`src/rtl/line_window_filter.sv`:
```
module line_window_filter #(
  parameter int DW   = 10,
  parameter int LW   = 10,
  parameter int ROWS = 480
) (
  input  logic          clk,
  input  logic          rst_n,
  input  logic [DW-1:0] pix_in,
  input  logic          lval_in,
  input  logic          fval_in,
  input  logic [LW-1:0] win_rows,
  input  logic          slave_mode,
  output logic [DW-1:0] pix_out,
  output logic          pix_vld,
  output logic          sol,
  output logic          eol,
  output logic          eow
);
  localparam logic [LW-1:0] CAP = LW'(ROWS);

  logic [DW-1:0] r1_pix;
  logic          r1_lv, r1_first, fv_q, line_ok, line_fv;
  logic [LW-1:0] cnt;

  wire          frame_start = fval_in & ~fv_q;
  wire [LW-1:0] cnt_now     = frame_start ? '0 : cnt;
  wire [LW-1:0] limit       = (slave_mode && win_rows < CAP) ? win_rows : CAP;
  wire          line_start  = lval_in & ~r1_lv;
  wire          line_end    = r1_lv & ~lval_in;
  wire          last_line   = line_ok && (cnt + 1'b1 == limit);

  always_ff @(posedge clk) begin
    if (!rst_n) begin
      r1_pix   <= '0;
      r1_lv    <= 1'b0;
      r1_first <= 1'b0;
      fv_q     <= 1'b0;
      line_ok  <= 1'b0;
      line_fv  <= 1'b0;
      cnt      <= '0;
    end else begin
      r1_pix   <= pix_in;
      r1_lv    <= lval_in;
      r1_first <= line_start;
      fv_q     <= fval_in;
      if (line_start) begin
        line_ok <= fval_in && (cnt_now < limit);
        line_fv <= fval_in;
      end
      if (frame_start)
        cnt <= '0;
      else if (line_end && line_fv && cnt < CAP)
        cnt <= cnt + 1'b1;
    end
  end

  always_ff @(posedge clk) begin
    if (!rst_n) begin
      pix_out <= '0;
      pix_vld <= 1'b0;
      sol     <= 1'b0;
      eol     <= 1'b0;
      eow     <= 1'b0;
    end else begin
      pix_out <= r1_pix;
      pix_vld <= r1_lv & line_ok;
      sol     <= r1_lv & r1_first & line_ok;
      eol     <= line_end & line_ok;
      eow     <= line_end & last_line;
    end
  end

  assert_sol_valid_R8: assert property (@(posedge clk) disable iff (!rst_n)
    (sol || eol) |-> pix_vld);

  assert_row_begins_sol_R8: assert property (@(posedge clk) disable iff (!rst_n)
    $rose(pix_vld) |-> sol);

  assert_eow_on_eol_R9: assert property (@(posedge clk) disable iff (!rst_n)
    eow |-> (eol && pix_vld));

  assert_eow_single_R9: assert property (@(posedge clk) disable iff (!rst_n)
    eow |=> !eow);

  assert_under_cap_R6: assert property (@(posedge clk) disable iff (!rst_n)
    (pix_vld && !eol) |-> (cnt < CAP));
endmodule

```
`config.mk`:
```
export PLATFORM = sky130hd
export DESIGN_NAME = line_window_filter
export DESIGN_NICKNAME = d
export VERILOG_FILES = /design/src/rtl/line_window_filter.sv
export SDC_FILE = /design/constraint.sdc
export NUM_CORES = 1
export LEC_CHECK = 0
export CORE_MARGIN = 2
export CORE_UTILIZATION = 45
export DETAILED_ROUTE_END_ITERATION = 8
export DONT_BUFFER_PORTS = 1
export PLACE_DENSITY = 0.58
export SKIP_CTS_REPAIR_TIMING = 1
export SLEW_MARGIN = 20
export SYNTH_ARGS = -nofsm -noshare
export SYNTH_HDL_FRONTEND = slang
export SYNTH_SLANG_ARGS = --single-unit
```
`constraint.sdc`:
```
create_clock -name clk -period 2.51 [get_ports clk]
set_input_delay 0.251 -clock clk [delete_from_list [all_inputs] [get_ports clk]]
set_output_delay 0.251 -clock clk [all_outputs]
set_load 0.01 [all_outputs]
```
======== After elaboration in Yosys (flattened, before gate mapping) ========
Index checks and enable logic that the tools add are counted.
cells by class
  $add $sub $neg .......................... 1
  $mul .................................... 0
  divide/modulo/power cells ............... 0
  order comparisons ....................... 3
  eq/ne operators ......................... 1
  shifts and indexed selects .............. 0
  multiplexer cells ....................... 2
  bitwise logic cells ..................... 12
  reductions and logical operators ........ 6
operator list
  kind                                                          count
  less-than comparator 10 x 9 -> 1 bit (second input constant)  2
  two-way mux 10 bit                                            2
  adder 10 x 1 -> 10 bit (second input constant)                1
  == test 10 bit                                                1
  less-than comparator 10 bit                                   1
  bitwise AND 1 bit                                             8
  logical AND 1 bit                                             5
  NOT 1 bit                                                     4
  OR reduction 2 bit                                            1
word-level totals
  register bits after elaboration ......... 39
  bits in latches ......................... 0
  bits in writable memories ............... 0
  ROM bits ................................ 0
  input port bits ......................... 25
  output and inout bits ................... 14
  logic and storage cells ................. 37
  memories ................................ 0

======== Longest topological paths before layout ========
Gate-level depths: netlist of run 1.
  depth after elaboration ................. 6
  mapped depth ............................ 9
  mapped depth without buffers ............ 9

======== Least setup slack after synthesis of run 1 ========
Ideal clock, no wire load.
  path kind ............................... reg2reg
  start point ............................. reg fv_q
  end point ............................... reg line_ok
  arrival time ............................ 1.683 ns
  slack ................................... 0.748 ns
  stages on the path, launching flop included .. 10
  buffers on the path ..................... 1
  cells stage by stage .................... dfxtp_1 -> nand2b_1 -> clkbuf_1 -> and2_1 -> ha_1 -> a21o_1 -> a21o_1 -> a21oi_1 -> o211ai_1 -> o211ai_1
on the way
  cells in the longest elaborated chain, start to end .. 5
ends and longest elaborated chain
  item                         line  RTL
  from (decl)                  22    logic r1_lv, r1_first, fv_q, line_ok, line_fv;
  from (signal assigned)       45    fv_q <= fval_in;
  NOT 1 bit                    25    wire frame_start = fval_in & ~fv_q;
  bitwise AND 1 bit            25
  two-way mux 10 bit           26    wire [LW-1:0] cnt_now = frame_start ? '0 : cnt;
  less-than comparator 10 bit  47    line_ok <= fval_in && (cnt_now < limit);
  logical AND 1 bit            47
  to (signal assigned)         47
  to (decl)                    22
No other way between the ends.
A chain may end at the register's enable or synchronous reset.

======== Final worst setup path of run 1 ========
  start point ............................. reg cnt[0]
  end point ............................... reg eow
on the way
  cells in the longest elaborated chain, start to end .. 4
ends and longest elaborated chain
  item                    line  RTL
  from (decl)             23    logic [LW-1:0] cnt;
  from (signal assigned)  53    cnt <= cnt + 1'b1;
  adder 10 x 1 -> 10 bit  30    wire last_line = line_ok && (cnt + 1'b1 == limit);
  == test 10 bit          30
  logical AND 1 bit       30
  bitwise AND 1 bit       69    eow <= line_end & last_line;
  to (signal assigned)    69
  to (decl)               17    output logic eow
No other way between the ends.

==> results of run 1 <==
## cell usage in the layout (no fill, tap or decap), types with 3 or more instances in the layout
master,instances
and3_1,6
nand2_1,11
ha_1,10
xnor2_1,5
nand2b_1,3
and2_1,34
mux2i_1,3
a211oi_1,3
nor2_1,14
a21o_1,6
nand4_1,5
xor2_1,7
nor3b_1,3
a21oi_1,5
dfxtp_1,39
nor2b_1,6
nand3_1,7
clkbuf_8,5
o211ai_1,6
## per-stage QoR
step / total power (uW) / hold WS (ps) / utilization (%)
after global routing: 1370 / 66.7 / 51.0
after global placement: 721 / 371 / 47.8
final: 1310 / 76.4 / 51.0
after detailed placement: 724 / 372 / 47.8
after floorplan: 715 / 334 / -
after CTS: 1330 / 66.7 / 51.0
## power breakdown
| group | switching (uW) | leakage (uW) | internal, uW | total, uW |
|---|---|---|---|---|
| clock network | 202 | 0.0000654 | 397 | 599 |
| logic | 30.1 | 0.000472 | 29.0 | 59.0 |
| registers | 10.2 | 0.000320 | 640 | 650 |
| total | 242 | 0.000857 | 1070 | 1310 |
## layout make-up
class / count / area (sq um) / area share (%)
clock inverter: 2 / 60.1 / 2.88
sequential: 39 / 781 / 37.5
multi-input combinational: 159 / 1100 / 52.8
inverter: 2 / 7.51 / 0.360
clock buffer: 6 / 72.6 / 3.48
tap: 50 / 62.6 / 3.00
## logic make-up after synthesis
group / Yosys count / synth area share (%)
and+or+nand+nor: 102 / 30.9
DFF: 39 / 40.1
AOI/OAI and AO/OA: 30 / 10.8
xor gates and xnor gates: 13 / 6.55
buffers and inverters: 13 / 3.47
adders and majority gates: 10 / 6.42
muxes: 3 / 1.54
other: 1 / 0.192
## state kept, by name (all words and copies together), names as in the netlist
signal	flops
r1_lv	1
sol	1
r1_pix	10
eow	1
pix_out	10
pix_vld	1
cnt	10
line_ok	1
r1_first	1
line_fv	1
fv_q	1
eol	1
## worst max-delay path, stage by stage, from the launching register on
cell and delay [ps]:
dfxtp_1 500, ha_1 290, nand4_2 200, or3_1 360
a211oi_1 250, a211oi_1 100, nor4_2 270
## worst max-delay path by stage
stage / start / to / cells after the start
detailed placement: cnt[0] / eow / 6
finish: cnt[0] / eow / 6
global route: cnt[0] / eow / 6
floorplan: fv_q / line_ok / 9
global placement: cnt[0] / eow / 6
CTS: cnt[0] / eow / 6
## per-layer routing
metal | GRT usage (%) | vias up | part of all wire (%)
li1 | - | 724 | -
met1 | 19.2 | 670 | 44
met2 | 26.9 | 27 | 49
met3 | 5.67 | 6 | 5.1
met4 | 6.62 | 0 | 1.6
met5 | 0 | - | 0
==> impl_metrics.csv, run 1 <==
group,metric,value,unit
sta,rsz0062_at_grt,"no",
power_and_ir_drop,power.leakage,0.000857,uW
clocking,clock-sinks,39,
routing,vias,1427,
sta,finalMaxSlewViolations,0,
worst_setup_path,crit_type,"reg2reg",
worst_setup_path,worstPathArrival,2250,ps
sta,finalCritPeriodShare,81.8,%
die,dieHeight,69.8,um
clocking,cts_root_buf,"clkbuf_8",
synthesis,ys.flop_type,"dfxtp_1",
synthesis,ys.warnings.count,0,
sta,finClkSkew,3.06,ps
layout,syn_to_final_growth,6.93,%
worst_setup_path,setup.worst_path.end_class,"register",
synthesis,syn_avg_cell_area,9.24,sq um
synthesis,synthArstFlopShare,0,%
die,row_count,23,
global_routing,grt_usage,16.3,%
status,outcome,"finished clean",
die,floorplan.initialDensity,47.7,%
worst_setup_path,rr_endpoint,"eow",
die,dieArea,4870,sq um
die,die_w,69.8,um
placed_design,place_area,1950,sq um
worst_setup_path,start_kind,"register",
global_routing,overflow,0,
routing,via_per_inst,5.53,
clocking,cts_tree,"built",
sta,max_freq,487,MHz
clocking,cts_htree_levels,2,
layout,fill_cells,387,
sta,layout_min_cycle_time,2050,ps
placed_design,dp_slack,459,ps
worst_hold_path,holdPathStages,1,
worst_hold_path,hold_path_class,"in2reg",
placed_design,place_inst,250,
routing,wl_per_cell,14.7,um
synthesis,ys_ff_latch,39,
synthesis,yosys-top-cells-area,"dfxtp_1 40%, and2_1 11%, ha_1 6.4%",
clocking,clk_pin_slew,70,ps
sta,finalHoldViolCount,0,
synthesis,synth_edf_count,0,
synthesis,synth.most_common_cell,"dfxtp_1",
routing,first_pass_iters,4,
power_and_ir_drop,worst_ir_drop_vdd,612,uV
routing,drt_wl_total,3.80,mm
global_routing,grt_first_pass_wirelength,6.24,mm
die,coreArea,4090,sq um
clocking,numCtsBuffers,5,
worst_setup_path,reg2reg_depth,6,
synthesis,ys_seq_area_share,40.1,%
layout,nNetsFinal,242,
clocking,insertion_delay,280,ps
global_routing,grt_max_degree,29,
sta,setup_slack,458,ps
global_routing,grt_pass1_vias,1342,
layout,stdcell_count,258,
layout,drive_gt1_share,6.25,%
routing,ant_nets,0,
worst_hold_path,hold_start,"lval_in",
layout,postLayoutCellArea,2080,sq um
synthesis,netlist_instances,211,
synthesis,syn_area,1950,sq um
synthesis,netlist.area_leader.share,40.1,%
placed_design,gp_congestion,0.796,
sta,finalSetupViolations,0,
routing,dr.first_iter.drc_count,54,
layout,diodes,0,
clocking,clock_path_buffers,2,
worst_setup_path,reg2reg_slack,460,ps
synthesis,synth.largest_area_cell,"dfxtp_1",
worst_hold_path,min_to,"eol",
flow_run,drv_cap,0,
synthesis,syn_nets,246,
placed_design,io_buffer_count,0,
worst_setup_path,crit_required,2700,ps
power_and_ir_drop,p_per_area,627,nW/um^2
global_routing,antenna_found_initial,0,
worst_setup_path,cp_max_fo,9,
routing,drc_errors,0,
sta,setup_tns,0,ps
worst_setup_path,timing.rr.start,"cnt[0]",
die,ios,39,
placed_design,hpwl,2.93,mm
synthesis,ys_types,44,
synthesis,netlist_top_cells_count,"39 x dfxtp_1, 34 x and2_1, 14 x nor2_1",
No activity file was read; power rests on OpenSTA's default activity.
==> inputs of run 2 (changes only) <==
==> constraint.sdc (replaced) <==
create_clock -name clk -period 2.15 [get_ports clk]
set_input_delay 0.215 -clock clk [delete_from_list [all_inputs] [get_ports clk]]
set_output_delay 0.215 -clock clk [all_outputs]
set_load 0.01 [all_outputs]
==> run 2 against run 1 <==
  * Critical path depth unchanged
  * Sequential power grew 17%
  * Largest cell class unchanged
  * Worst setup slack worse by 260 ps
==> impl_metrics.csv, run 2 (synthesized netlist as in run 1, its figures left out) <==
group,metric,value,unit
sta,finalCritPeriodShare,91.0,%
sta,finalHoldViolCount,0,
die,dieHeight,69.8,um
power_and_ir_drop,power.leakage,0.000868,uW
layout,reg.largest.list,"cnt (10), pix_out (10), r1_pix (10)",
layout,syn_to_final_growth,7.32,%
worst_setup_path,start_kind,"register",
worst_setup_path,cp_max_fo,9,
placed_design,dp_slack,218,ps
routing,dr_wl_met3,238,um
sta,setup_slack,193,ps
placed_design,io_buffer_count,0,
routing,ant_nets,0,
power_and_ir_drop,p_per_area,695,nW/um^2
routing,first_pass_iters,4,
layout,final_cell_mix,"39 x dfxtp_1, 34 x and2_1, 14 x nor2_1",
layout,final_common_cell,"dfxtp_1",
die,die_w,69.8,um
sta,setup_tns,0,ps
global_routing,grt_first_pass_wirelength,6.21,mm
global_routing,antenna_found_initial,0,
layout,drive_gt1_share,8.06,%
die,dieArea,4870,sq um
worst_setup_path,setup.worst_path.end_class,"register",
sta,slew_headroom,66.5,%
worst_setup_path,reg2reg_depth,6,
layout,postLayoutCellArea,2090,sq um
layout,nNetsFinal,245,
sta,max_slew.worst_pin.slew,501,ps
sta,rsz0062_at_grt,"no",
layout,diodes,0,
placed_design,gp_congestion,0.802,
global_routing,grt_usage,16.1,%
power_and_ir_drop,power.total,1450,uW
sta,max_freq,511,MHz
clocking,clock-sinks,39,
global_routing,overflow,0,
routing,via_per_inst,5.62,
routing,drc_errors,0,
clocking,cts_tree,"built",
routing,dr.first_iter.drc_count,73,
clocking,numCtsBuffers,5,
power_and_ir_drop,worst_ir_drop_vdd,430,uV
global_routing,grt_pass1_vias,1365,
clocking,clock_path_buffers,2,
routing,met2_wirelength,1.89,mm
placed_design,place_area,1970,sq um
worst_hold_path,holdPathStages,1,
layout,final_util,51.2,%
worst_setup_path,crit_type,"reg2reg",
die,coreArea,4090,sq um
routing,top_layer_used,"met4",
die,ios,39,
routing,vias,1466,
sta,layout_min_cycle_time,1960,ps
sta,finalMaxSlewViolations,0,
sta,finClkSkew,3.37,ps
die,floorplan.initialDensity,47.7,%
routing,wl_per_cell,14.5,um
routing,wl_met1,1.64,mm
flow_run,drv_cap,0,
clocking,cts_htree_levels,2,
die,row_count,23,
sta,finalSetupViolations,0,
clocking,clk_pin_slew,80,ps
global_routing,grt_max_degree,29,
clocking,cts_root_buf,"clkbuf_8",
worst_setup_path,crit_required,2360,ps
status,outcome,"finished clean",
worst_hold_path,hold_path_class,"in2reg",
placed_design,hpwl,2.87,mm
worst_setup_path,worstPathArrival,2170,ps
clocking,insertion_delay,290,ps
routing,drt_wl_total,3.78,mm
run 2: worst paths after layout:
check / start / to / slack (ps)
worst max-delay path: cnt[0] / eow / 190
worst min-delay path: lval_in / eol / 20
worst min register to register: r1_pix[2] / pix_out[2] / 430
worst max register to register: cnt[0] / eow / 190
run 2: routing by layer:
layer	vias to the layer above	global-route usage, %
met1	701	19.4
met5	-	0
met4	0	3.85
met3	2	6.54
met2	38	26.9
li1	725	-
run 2: final cells by class:
type | instances | area, sq um
multi-input cells | 159 | 1100
repair buffers | 3 | 22.5
clock inverters | 2 | 35.0
inverters | 2 | 7.51
flip-flops and latches | 39 | 781
clock buffers | 6 | 82.6
fillers | 395 | 1990
well taps | 50 | 62.6
run 2: critical path, cell delays in order, from the launching register on:
cell and delay (ps):
dfxtp_1 480, ha_1 290, nand4_2 180, or3_1 350
a211oi_1 250, a211oi_1 80, nor4_2 250
run 2: report_power, final:
| group | total [uW] | internal [uW] | switching [uW] |
|---|---|---|---|
| clock network | 623 | 375 | 248 |
| logic | 72.9 | 36.5 | 36.3 |
| registers | 758 | 746 | 11.8 |
run 2: stage by stage:
stage | hold WS (ps) | cells
floorplan | 298 | 211
global placement | 329 | 253
detailed placement | 330 | 253
CTS | 17.1 | 261
global route | 10.3 | 261
finish | 21.9 | 261
==> inputs of run 3 (changes only) <==
--- a/config.mk
+++ b/config.mk
@@ -10,8 +10,9 @@
 export DETAILED_ROUTE_END_ITERATION = 8
 export DONT_BUFFER_PORTS = 1
 export PLACE_DENSITY = 0.58
+export RECOVER_POWER = 100
 export SKIP_CTS_REPAIR_TIMING = 1
-export SLEW_MARGIN = 20
+export SLEW_MARGIN = 30
 export SYNTH_ARGS = -nofsm -noshare
 export SYNTH_HDL_FRONTEND = slang
 export SYNTH_SLANG_ARGS = --single-unit
==> run 3 against run 2 <==
  * Sequential cell count unchanged
  * Wire length unchanged
  * Largest cell class unchanged
  * Count of clock-buffer cells in the layout unchanged
  * Register-to-register slack about the same
  * Critical path type unchanged
==> impl_metrics.csv, run 3 (synthesized netlist as in run 1, its figures left out) <==
group,metric,value,unit
layout,nNetsFinal,245,
die,floorplan.initialDensity,47.7,%
global_routing,grt_pass1_vias,1365,
global_routing,antenna_found_initial,0,
layout,diodes,0,
die,row_count,23,
worst_setup_path,setup.worst_path.end_class,"register",
routing,ant_nets,0,
placed_design,hpwl,2.87,mm
sta,setup_tns,0,ps
sta,finClkSkew,3.14,ps
routing,wl_per_cell,14.5,um
worst_setup_path,cp_max_fo,9,
die,dieArea,4870,sq um
flow_run,drv_cap,0,
clocking,cts_root_buf,"clkbuf_8",
routing,via_per_inst,5.54,
worst_hold_path,hold_path_class,"in2reg",
layout,reg.largest.list,"cnt (10), pix_out (10), r1_pix (10)",
global_routing,overflow,0,
layout,final_cell_mix,"39 x dfxtp_1, 26 x and2_1, 14 x nor2_1",
global_routing,grt_usage,16.1,%
die,dieHeight,69.8,um
power_and_ir_drop,p_per_area,696,nW/um^2
sta,layout_min_cycle_time,1970,ps
clocking,clock-sinks,39,
worst_setup_path,crit_required,2360,ps
power_and_ir_drop,power.leakage,0.000858,uW
clocking,clk_pin_slew,70,ps
sta,finalHoldViolCount,0,
die,ios,39,
placed_design,io_buffer_count,0,
sta,finalCritPeriodShare,91.4,%
sta,finalSetupViolations,0,
die,coreArea,4090,sq um
sta,finalMaxSlewViolations,0,
layout,final_common_cell,"dfxtp_1",
power_and_ir_drop,power.total,1450,uW
clocking,insertion_delay,290,ps
routing,drc_errors,0,
die,die_w,69.8,um
clocking,cts_htree_levels,2,
routing,first_pass_iters,4,
clocking,clock_path_buffers,2,
power_and_ir_drop,worst_ir_drop_vdd,429,uV
sta,slew_headroom,66.4,%
layout,drive_gt1_share,6.64,%
global_routing,grt_first_pass_wirelength,6.21,mm
status,outcome,"finished clean",
sta,max_freq,509,MHz
sta,max_slew.worst_pin.slew,504,ps
clocking,numCtsBuffers,5,
routing,dr.first_iter.drc_count,76,
global_routing,grt_max_degree,29,
placed_design,gp_congestion,0.802,
worst_setup_path,worstPathArrival,2170,ps
sta,rsz0062_at_grt,"no",
routing,vias,1447,
worst_setup_path,crit_type,"reg2reg",
layout,syn_to_final_growth,6.87,%
routing,drt_wl_total,3.78,mm
clocking,cts_tree,"built",
worst_setup_path,start_kind,"register",
[run 3: layout make-up]
type | instances | area [sq um]
Clock buffer | 6 | 82.6
Clock inverter | 2 | 35.0
Fill cell | 399 | 2000
Inverter | 2 | 7.51
Multi-Input combinational cell | 159 | 1100
Sequential cell | 39 | 781
Tap cell | 50 | 62.6
Timing Repair Buffer | 3 | 18.8
[run 3: path summary, 6_finish.rpt]
| kind | startpoint | end | slack [ps] | depth (start not counted) |
|---|---|---|---|---|
| worst min register to register | r1_pix[2] | pix_out[2] | 440 | 1 |
| worst min-delay path | lval_in | eol | 20 | 1 |
| worst max-delay path | cnt[0] | eow | 180 | 6 |
| worst max register to register | cnt[0] | eow | 180 | 6 |
[run 3: critical path, stage by stage (launching register included)]
cell,delay [ps]
dfxtp_1,490
ha_1,290
nand4_2,170
or3_1,350
a211oi_1,250
a211oi_1,80
nor4_2,250
[run 3: report_power, final]
| part | total (uW) | switching [uW] | internal (uW) |
|---|---|---|---|
| registers | 758 | 11.8 | 746 |
| logic | 71.3 | 36.2 | 35.1 |
| clock network | 621 | 246 | 375 |
| total | 1450 | 294 | 1160 |
[run 3: layer usage]
layer | GRT usage (%) | up-vias | wire, um
li1 | - | 725 | -
met3 | 6.54 | 2 | 203
met1 | 19.4 | 695 | 1690
met4 | 3.85 | 0 | 17
met2 | 26.9 | 25 | 1870
met5 | 0 | - | 0
[run 3: per-stage QoR]
step	instances	worst slack, ps	hold WS [ps]	utilization [%]	area, sq um
after floorplan	211	388	298	-	1950
after global placement	253	296	329	48.3	1970
after detailed placement	253	218	330	48.3	1970
after CTS	261	201	17.1	51.2	2090
after global routing	261	21.4	10.3	51.0	2080
final	261	184	23.0	51.0	2080
